`src/rtl/gpioirq_pkg.sv`:
```
`timescale 1ns/1ps
package gpioirq_pkg;

    localparam int unsigned BUS_AW = 6;
    localparam int unsigned BUS_DW = 32;

    localparam logic [BUS_AW-1:0] OFF_SENSE  = 6'h04;
    localparam logic [BUS_AW-1:0] OFF_DUAL   = 6'h08;
    localparam logic [BUS_AW-1:0] OFF_POL    = 6'h0C;
    localparam logic [BUS_AW-1:0] OFF_EN     = 6'h10;
    localparam logic [BUS_AW-1:0] OFF_RAW    = 6'h14;
    localparam logic [BUS_AW-1:0] OFF_MASKED = 6'h18;
    localparam logic [BUS_AW-1:0] OFF_CLR    = 6'h1C;

    typedef enum logic {
        ST_IDLE = 1'b0,
        ST_PEND = 1'b1
    } cell_state_e;

endpackage

```
`src/rtl/gpioirq_sync.sv`:
```
`timescale 1ns/1ps
module gpioirq_sync #(
    parameter int unsigned WIDTH  = 12,
    parameter int unsigned STAGES = 2
) (
    input  logic             clk,
    input  logic             rst_n,
    input  logic [WIDTH-1:0] d_i,
    output logic [WIDTH-1:0] q_o
);
    localparam int unsigned LAST = STAGES - 1;

    logic [WIDTH-1:0] stage_q [STAGES];

    always_ff @(posedge clk or negedge rst_n) begin
        if (!rst_n) begin
            for (int i = 0; i < STAGES; i++) stage_q[i] <= '0;
        end else begin
            stage_q[0] <= d_i;
            for (int i = 1; i < STAGES; i++) stage_q[i] <= stage_q[i-1];
        end
    end

    assign q_o = stage_q[LAST];
endmodule

```
`src/rtl/gpioirq_pin_cell.sv`:
```
`timescale 1ns/1ps
module gpioirq_pin_cell
    import gpioirq_pkg::*;
(
    input  logic clk,
    input  logic rst_n,
    input  logic lvl_i,     // synchronized pin
    input  logic sense_i,   // 1 level, 0 edge
    input  logic dual_i,    // both edges
    input  logic pol_i,     // 1 rising/high, 0 falling/low
    input  logic clr_i,     // write-one clear strobe
    output logic raw_o
);
    logic        prev_q;
    logic        rise, fall, edge_hit, lvl_hit;
    cell_state_e state_q, state_d;

    always_ff @(posedge clk or negedge rst_n) begin
        if (!rst_n) prev_q <= 1'b0;
        else        prev_q <= lvl_i;
    end

    always_comb begin
        rise     = lvl_i & ~prev_q;
        fall     = ~lvl_i & prev_q;
        edge_hit = ~sense_i & (dual_i ? (rise | fall) : (pol_i ? rise : fall));
        lvl_hit  = ~(lvl_i ^ pol_i);
    end

    // next state: an edge outranks a clear in the same cycle
    always_comb begin
        state_d = state_q;
        unique case (state_q)
            ST_IDLE: if (edge_hit) state_d = ST_PEND;
            ST_PEND: begin
                if (sense_i)                    state_d = ST_IDLE;
                else if (clr_i && !edge_hit)    state_d = ST_IDLE;
            end
            default: state_d = ST_IDLE;
        endcase
    end

    always_ff @(posedge clk or negedge rst_n) begin
        if (!rst_n) state_q <= ST_IDLE;
        else        state_q <= state_d;
    end

    always_comb begin
        if (sense_i) raw_o = lvl_hit;
        else         raw_o = (state_q == ST_PEND);
    end
endmodule

```
`src/rtl/gpioirq_regs.sv`:
```
`timescale 1ns/1ps
module gpioirq_regs
    import gpioirq_pkg::*;
#(
    parameter int unsigned N_PINS = 12
) (
    input  logic              clk,
    input  logic              rst_n,
    input  logic              we_i,
    input  logic [BUS_AW-1:0] addr_i,
    input  logic [BUS_DW-1:0] wdata_i,
    output logic [BUS_DW-1:0] rdata_o,
    input  logic [N_PINS-1:0] raw_i,
    output logic [N_PINS-1:0] sense_o,
    output logic [N_PINS-1:0] dual_o,
    output logic [N_PINS-1:0] pol_o,
    output logic [N_PINS-1:0] en_o,
    output logic [N_PINS-1:0] clr_o
);
    logic [N_PINS-1:0] sense_q, dual_q, pol_q, en_q;
    logic [N_PINS-1:0] wbits, rbits;

    assign wbits = wdata_i[N_PINS-1:0];

    generate
        if (N_PINS < BUS_DW) begin : g_spare
            logic unused_hi;
            assign unused_hi = ^wdata_i[BUS_DW-1:N_PINS];
        end
    endgenerate

    always_ff @(posedge clk or negedge rst_n) begin
        if (!rst_n) begin
            sense_q <= '0;
            dual_q  <= '0;
            pol_q   <= '0;
            en_q    <= '0;
        end else if (we_i) begin
            case (addr_i)
                OFF_SENSE: sense_q <= wbits;
                OFF_DUAL:  dual_q  <= wbits;
                OFF_POL:   pol_q   <= wbits;
                OFF_EN:    en_q    <= wbits;
                default: ;
            endcase
        end
    end

    assign clr_o = (we_i && addr_i == OFF_CLR) ? wbits : '0;

    always_comb begin
        case (addr_i)
            OFF_SENSE:  rbits = sense_q;
            OFF_DUAL:   rbits = dual_q;
            OFF_POL:    rbits = pol_q;
            OFF_EN:     rbits = en_q;
            OFF_RAW:    rbits = raw_i;
            OFF_MASKED: rbits = raw_i & en_q;
            default:    rbits = '0;
        endcase
        rdata_o = '0;
        rdata_o[N_PINS-1:0] = rbits;
    end

    assign sense_o = sense_q;
    assign dual_o  = dual_q;
    assign pol_o   = pol_q;
    assign en_o    = en_q;
endmodule

```
`src/rtl/gpioirq_top.sv`:
```
`timescale 1ns/1ps
module gpioirq_top
    import gpioirq_pkg::*;
#(
    parameter int unsigned N_PINS      = 12,
    parameter int unsigned SYNC_STAGES = 2
) (
    input  logic              clk,
    input  logic              rst_n,
    input  logic [N_PINS-1:0] pin_i,
    input  logic              bus_we,
    input  logic [BUS_AW-1:0] bus_addr,
    input  logic [BUS_DW-1:0] bus_wdata,
    output logic [BUS_DW-1:0] bus_rdata,
    output logic              irq_o
);
    logic [N_PINS-1:0] sync_v, raw_v, sense_q, dual_q, pol_q, en_q, clr_v;

    gpioirq_sync #(.WIDTH(N_PINS), .STAGES(SYNC_STAGES)) u_sync (
        .clk   (clk),
        .rst_n (rst_n),
        .d_i   (pin_i),
        .q_o   (sync_v)
    );

    generate
        for (genvar p = 0; p < N_PINS; p++) begin : g_cell
            gpioirq_pin_cell u_cell (
                .clk     (clk),
                .rst_n   (rst_n),
                .lvl_i   (sync_v[p]),
                .sense_i (sense_q[p]),
                .dual_i  (dual_q[p]),
                .pol_i   (pol_q[p]),
                .clr_i   (clr_v[p]),
                .raw_o   (raw_v[p])
            );
        end
    endgenerate

    gpioirq_regs #(.N_PINS(N_PINS)) u_regs (
        .clk     (clk),
        .rst_n   (rst_n),
        .we_i    (bus_we),
        .addr_i  (bus_addr),
        .wdata_i (bus_wdata),
        .rdata_o (bus_rdata),
        .raw_i   (raw_v),
        .sense_o (sense_q),
        .dual_o  (dual_q),
        .pol_o   (pol_q),
        .en_o    (en_q),
        .clr_o   (clr_v)
    );

    assign irq_o = |(raw_v & en_q);
endmodule

```
`config.mk`:
```
export PLATFORM = sky130hd
export DESIGN_NAME = gpioirq_top
export DESIGN_NICKNAME = d
export VERILOG_FILES = /design/src/rtl/gpioirq_pkg.sv /design/src/rtl/gpioirq_sync.sv /design/src/rtl/gpioirq_pin_cell.sv /design/src/rtl/gpioirq_regs.sv /design/src/rtl/gpioirq_top.sv
export SDC_FILE = /design/constraint.sdc
export NUM_CORES = 1
export LEC_CHECK = 0
export CORE_MARGIN = 2
export CORE_UTILIZATION = 50
export DETAILED_ROUTE_END_ITERATION = 10
export PLACE_DENSITY = 0.77
export SLEW_MARGIN = 40
export SYNTH_ARGS = -nofsm -noshare
export SYNTH_HDL_FRONTEND = slang
export SYNTH_SLANG_ARGS = --single-unit
```
`constraint.sdc`:
```
create_clock -name clk -period 2.6 [get_ports clk]
set_input_delay 0.52 -clock clk [delete_from_list [all_inputs] [get_ports clk]]
set_output_delay 0.52 -clock clk [all_outputs]
set_load 0.005 [all_outputs]
```
== Word-level counts from Yosys, hierarchy flattened ==
Cells that the tools add are included.

* $mul: 0
* Bitwise logic cells: 121
* Shift operators: 0
* Reduce and logical (&&, ||, !) cells: 30
* Divide/modulo/power cells: 0
* Muxes and demuxes: 86
* Add/sub/neg operators: 0
* Equality and inequality tests: 7
* Magnitude comparators: 0

{| class="wikitable"
|+ Operator list
! operator !! number
|-
| two-way mux 1 bit || 72
|-
| case mux 12 bit (6 select lines) || 1
|-
| inverter 1 bit || 60
|-
| bitwise AND 1 bit || 36
|-
| == test 6 x 5 -> 1 bit, second input constant || 4
|-
| case mux 1 bit (2 select lines) || 12
|-
| logical AND 1 bit || 13
|-
| bitwise AND 12 bit || 1
|-
| == test 6 x 4 -> 1 bit, second input constant || 2
|-
| zero test 1 bit || 12
|-
| two-way mux 12 bit || 1
|-
| bitwise OR 1 bit || 12
|-
| OR reduction 12 bit || 1
|-
| XOR 1 bit || 12
|-
| AND reduction 2 bit || 4
|-
| == test 6 x 3 -> 1 bit, second input constant || 1
|}

* Memories: 0
* Output and inout bits: 33
* ROM bits: 0
* Bits of input ports: 53
* Word-level logic and storage cells: 274
* Register bits after elaboration: 96
* Bits in latches: 0
* RAM bits: 0

== Depth between registers and ports, before layout ==
* Depth after elaboration: 10
* Gate-level depth with buffers: 6
* Mapped depth without buffers: 5

== Modules after synthesis ==
Synthesis repeated with hierarchy kept, for this count alone.

* Cells, all modules: 440
* Area, all modules: 5232.5 um^2

{| class="wikitable"
|+ Modules (own cells, without submodules)
! module !! sequential area each (um^2) !! area each (um^2) !! instances !! cells each
|-
| gpioirq_regs || 1201.2 || 2768.9 || 1 || 241
|-
| gpioirq_pin_cell || 50.0 || 141.4 || 12 || 13
|-
| gpioirq_sync || 600.6 || 690.7 || 1 || 36
|-
| gpioirq_top || 0.0 || 76.3 || 1 || 7
|}

== Worst setup path after synthesis ==
No wires, ideal clock.

* Path kind: input to output
* Start point: input bus_addr[4]
* End point: output bus_rdata[10]
* Stages: 5
* Path slack: 320 ps
* Buffers on the path: 1
* Arrival time: 1760 ps
* Data required time: 2080 ps
* Path through: or4_4 > nor2_2 > clkbuf_1 > a22oi_1 > nand3_1

* Cells in the longest elaborated chain, start to end: 2
* Elaborated cells between the ends (all ways): 7
* Classes of those cells: eq/ne: 6; mux: 1

{| class="wikitable"
|+ Ends and longest elaborated chain
! item !! RTL line !! text
|-
| from (decl) || gpioirq_top.sv:12 || <nowiki>input logic [BUS_AW-1:0] bus_addr,</nowiki>
|-
| == test 6 x 5 -> 1 bit (tied with other cells) || gpioirq_regs.sv:52 || <nowiki>case (addr_i)</nowiki>
|-
| case mux 12 bit (6 select lines) * || gpioirq_regs.sv:52 ||
|-
| to (decl) || gpioirq_top.sv:14 || <nowiki>output logic [BUS_DW-1:0] bus_rdata,</nowiki>
|}

Every way passes the cells marked *; elsewhere a longest branch is shown, timed or not.

== Worst setup path in the final report ==
* Start point: input bus_addr[5]
* End point: output bus_rdata[11]

Same word-level chain as after synthesis.

==> results.md <==
Worst setup path:
- The signal arrival time at the worst endpoint is between 2000 and 2500 ps.
- The slowest stage of the critical path belongs to the cell or4b_4.
- The sort of element at the start of the critical path is an input port.
- The cell occurring most often along the worst timing path is buf_6.
- The delay of the slowest critical-path stage is 570 ps.
- STA puts the critical path data required time at approximately 2100 ps.
- The signal on the critical path passes through buf_6 -> or4b_4 -> buf_6 -> or2_2 -> nor2_1 -> a21oi_1 -> nand3_1 -> buf_2.
- STA classifies the critical path endpoint as an output port.
- The start-to-end type of the worst setup path is in2out.
- The largest fanout on the critical path is 9.
- The register-to-register setup slack is 1230 ps.

GRT:
- The initial antenna violation count is 0.
- The total global-route track usage is around 23%.
- The pin count of the biggest net entering global routing is 43.
- The via count of the first global-routing pass was ~3800.
- The global-route congestion overflow total is 0.
- The first global-routing pass estimated between 15000 and 20000 µm of wire.

Outcome:
- The final reports fail on negative setup slack.
- The flow ran to the end, but the final reports show violations.

Clock tree:
- In this run the number of H-tree levels came out at 3.
- For the worst-skew pair, the clock arrives at the later sink with an insertion delay of between 300 and 400 ps.
- The number of clock buffers added by TritonCTS is 9.
- The tree is rooted in a clkbuf_8.
- The tree built by TritonCTS fans out to between 90 and 100 sinks.
- The clock slew at the register clock pins of the worst setup and hold paths is about 100 ps.
- TritonCTS built the clock tree.
- The maximum root-to-sink buffer count is 2.

Job:
- Across the run, the number of max-cap violations was 0.

Cells and area:
- The combined area of the multi-input logic cells is roughly 2100 µm².
- The post-route netlist has between 20% and 30% of its cells at a drive strength greater than 1.
- The fraction of the core area covered by cells at the end of the flow is 63.36%.
- The area occupied by registers is 2402 µm².
- The number of cells in the finished layout apart from fillers is 689.
- The layout overhead on the synthesized area is 24.23%.
- The layout filler cell count is about 720.
- The final antenna diode count is 0.
- The count of nets after finishing is 650.

Detailed routing:
- After detailed routing, the number of vias per cell comes to about 5.5.
- The number of design-rule violations left by the first detailed-router iteration is approximately 220.
- The number of design rule violations left after detail routing is 0.
- After detailed routing, the total wire length is about 11000 µm.
- In the final routed layout, each cell accounts on average for 15.76 µm.
- Detailed routing inserted a total of 3765 vias.
- The pre-antenna-repair detailed-routing pass consisted of 5 iterations.
- The detail route stage leaves a number of antenna-violating nets equal to 0.

STA:
- For the final database, setup skew stands at between 10 and 15 ps.
- Setup violations remaining at the end of the flow were counted as 9.
- The peak clock frequency supported by timing is approximately 370 MHz.
- The transition time at the pin with the least slew margin is between 500 and 600 ps.
- The worst-case headroom to the max-slew limit is between 60% and 70%.
- The ratio of final minimum period to clock period is 102.8%.
- The max-slew violation count is 0.
- Setup repair after global routing could not meet its margin everywhere.
- Across all setup checks in the final design, the least slack found is -73.82 ps.
- The accumulated negative setup slack is -491.1 ps.
- The time the final worst path needs with I/O delays and setup is approximately 2700 ps.
- The hold violation count in the final report is 0.

Yosys:
- In this run the biggest area consumer among cell types represents 51.46% of the synthesized area.
- The count of different cell masters after synthesis is 38.
- The number of synthesis warnings is 0.
- Yosys attributes the largest share of cell area to dfrtp_1, o21ai_0, ha_1.
- A synthesized cell averages 9.787 µm².
- The netlist area before placement is about 4700 µm².
- The dominant register cell in the synthesized netlist is dfrtp_1.
- The sequential element share of the synthesized area is 51.46%.
- The library cell occupying the most area in the post-synthesis netlist is dfrtp_1.
- The number of instances in the synthesized netlist is ~480.
- Yosys mapped a number of flops with a built-in enable equal to 0.
- The most common cell in the synthesized netlist is dfrtp_1.
- The fraction of registers with async set/reset is 100.0%.
- Sorting the synthesized cells by how often they occur yields dfrtp_1, nand2_1, o21ai_0.
- The synthesized design contains between 90 and 100 register bits.

Floorplan:
- The initial standard-cell utilization of the core is 51.00%.
- The die is ~100 µm wide.
- After floorplanning, the core was divided into 35 placement rows.
- The core region is roughly 9200 µm².
- 86 I/O pins were placed.
- The area of the die is approximately 10000 µm².
- The floorplan step set the die height to roughly 100 µm.

Power and ir drop:
- For this design the static power due to leakage is around 0.0028 µW.
- The part of the power in combinational logic is between 10% and 20%.
- The worst IR drop on VDD is about 0.46 mV.
- In this run switching power makes up between 20% and 30% of total power.
- The internal power component is 2471 µW.
- Summed over all nets, the switching power comes to between 1000 and 1500 µW.
- Sequential cells burn around 52% of the power.
- The power density over cell area is 605.9 nW/µm².
- The share of total power dissipated in the clock network is ~29%.

Placement:
- After detailed placement, the design holds a cell count of about 660.
- The half-perimeter wire length after detailed placement is between 7000 and 8000 µm.
- The final weighted congestion of routability-driven global placement is between 0.8 and 0.9.
- Before CTS, the worst setup slack after placement is -792.7 ps.
- During placement, the flow inserted port buffers numbering between 40 and 50.

Hold path:
- The type of the most critical hold path is in2async.
==> worst max-delay path, delay by kind of cell <==
family	cells	cell delay (ps)
compound gates	1	50
buf+inv	3	360
simple gates	4	1210
==> metal layers <==
layer	track usage (%)	routed length (µm)	vias up
li1	-	-	1767
met1	30.67	4469	1820
met3	5.340	695	23
met5	0	0	-
met2	37.13	5444	155
met4	8.219	248	0
==> cell usage in the layout, fill, tap and decap left out, drive strengths merged, types with 2 or more instances in the layout <==
master,n
mux2i,6
ha,24
buf,73
clkbuf,10
nand4,2
a22oi,13
nand3,13
clkdlybuf4s50,25
nor2b,4
conb,20
nor2,12
nand2b,3
or4,2
a21oi,24
dlygate4sd2,2
a211o,2
xnor2,12
inv,42
mux2,15
dfrtp,96
a22o,2
nand2,77
o21ai,83
clkinvlp,2
==> registers in the layout (all words and copies together), names as in the netlist <==
| name | flops |
|---|---|
| g_cell.u_cell.prev_q | 12 |
| g_cell.u_cell.state_q | 12 |
| u_regs.dual_o | 12 |
| u_regs.en_o | 12 |
| u_regs.pol_o | 12 |
| u_regs.sense_o | 12 |
| u_sync.q_o | 12 |
| u_sync.stage_q | 12 |
==> power by group through the flow <==
| stage | clock network [µW] | logic (µW) | registers [µW] |
|---|---|---|---|
| 6_report | 1010 | 674 | 1830 |
| 5_1_grt | 1090 | 751 | 1860 |
| 4_1_cts | 1020 | 662 | 1830 |
| 3_5_place_dp | 0 | 607 | 1860 |
| 3_3_place_gp | 0 | 581 | 1850 |
| 2_1_floorplan | 0 | 382 | 1820 |
==> logic make-up (layout without fill, tap and decap cells) <==
logic type      after synthesis  in the layout  synth area share (%)
compound gates              128            128                 15.06
xor+xnor                     12             12                 2.251
fa+ha+maj                    24             24                 6.433
buf+inv                      74            156                 7.773
flops                        96             96                 51.46
mux                          21             21                 4.905
other cells                   1             20               0.08033
simple gates                121            121                 12.03
==> through the flow <==
step | hold WS, ps | cell area, µm² | total power, µW
after floorplan | 224.4 | 4740 | 2204
after global placement | 332.4 | 5438 | 2427
after detailed placement | 335.6 | 5438 | 2465
after CTS | 146.5 | 5771 | 3515
after global routing | 157.0 | 5799 | 3704
final | 124.6 | 5799 | 3514
==> path summary, 6_finish.rpt <==
kind                                     from  cells past startpoint                        to
min                                     rst_n                      1        u_sync.stage_q[19]
min reg2reg                u_sync.stage_q[16]                      0             u_sync.q_o[4]
max in group asynchronous               rst_n                      2   g_cell[6].u_cell.prev_q
max reg2reg                     u_sync.q_o[6]                      5  g_cell[6].u_cell.state_q
min in group clk           u_sync.stage_q[16]                      0             u_sync.q_o[4]
max                               bus_addr[5]                      8             bus_rdata[11]
==> final cells by class <==
| type | instances | area share (%) |
|---|---|---|
| Sequential cell | 96 | 41.42 |
| Multi-Input combinational cell | 326 | 35.75 |
| Timing Repair Buffer | 101 | 14.43 |
| Inverter | 39 | 2.524 |
| Tap cell | 111 | 2.395 |
| Clock buffer | 10 | 2.201 |
| Clock inverter | 6 | 1.273 |
==> repair_timing <==
action | 4_1_cts | 5_1_grt
pin swaps | 22 | 9
resized for setup | 105 | 5
buffers inserted | 13 | 1
endpoints found under the setup margin | 13 | 13
hold buffers | 0 | 0
Power figures use the tool's default switching activity.
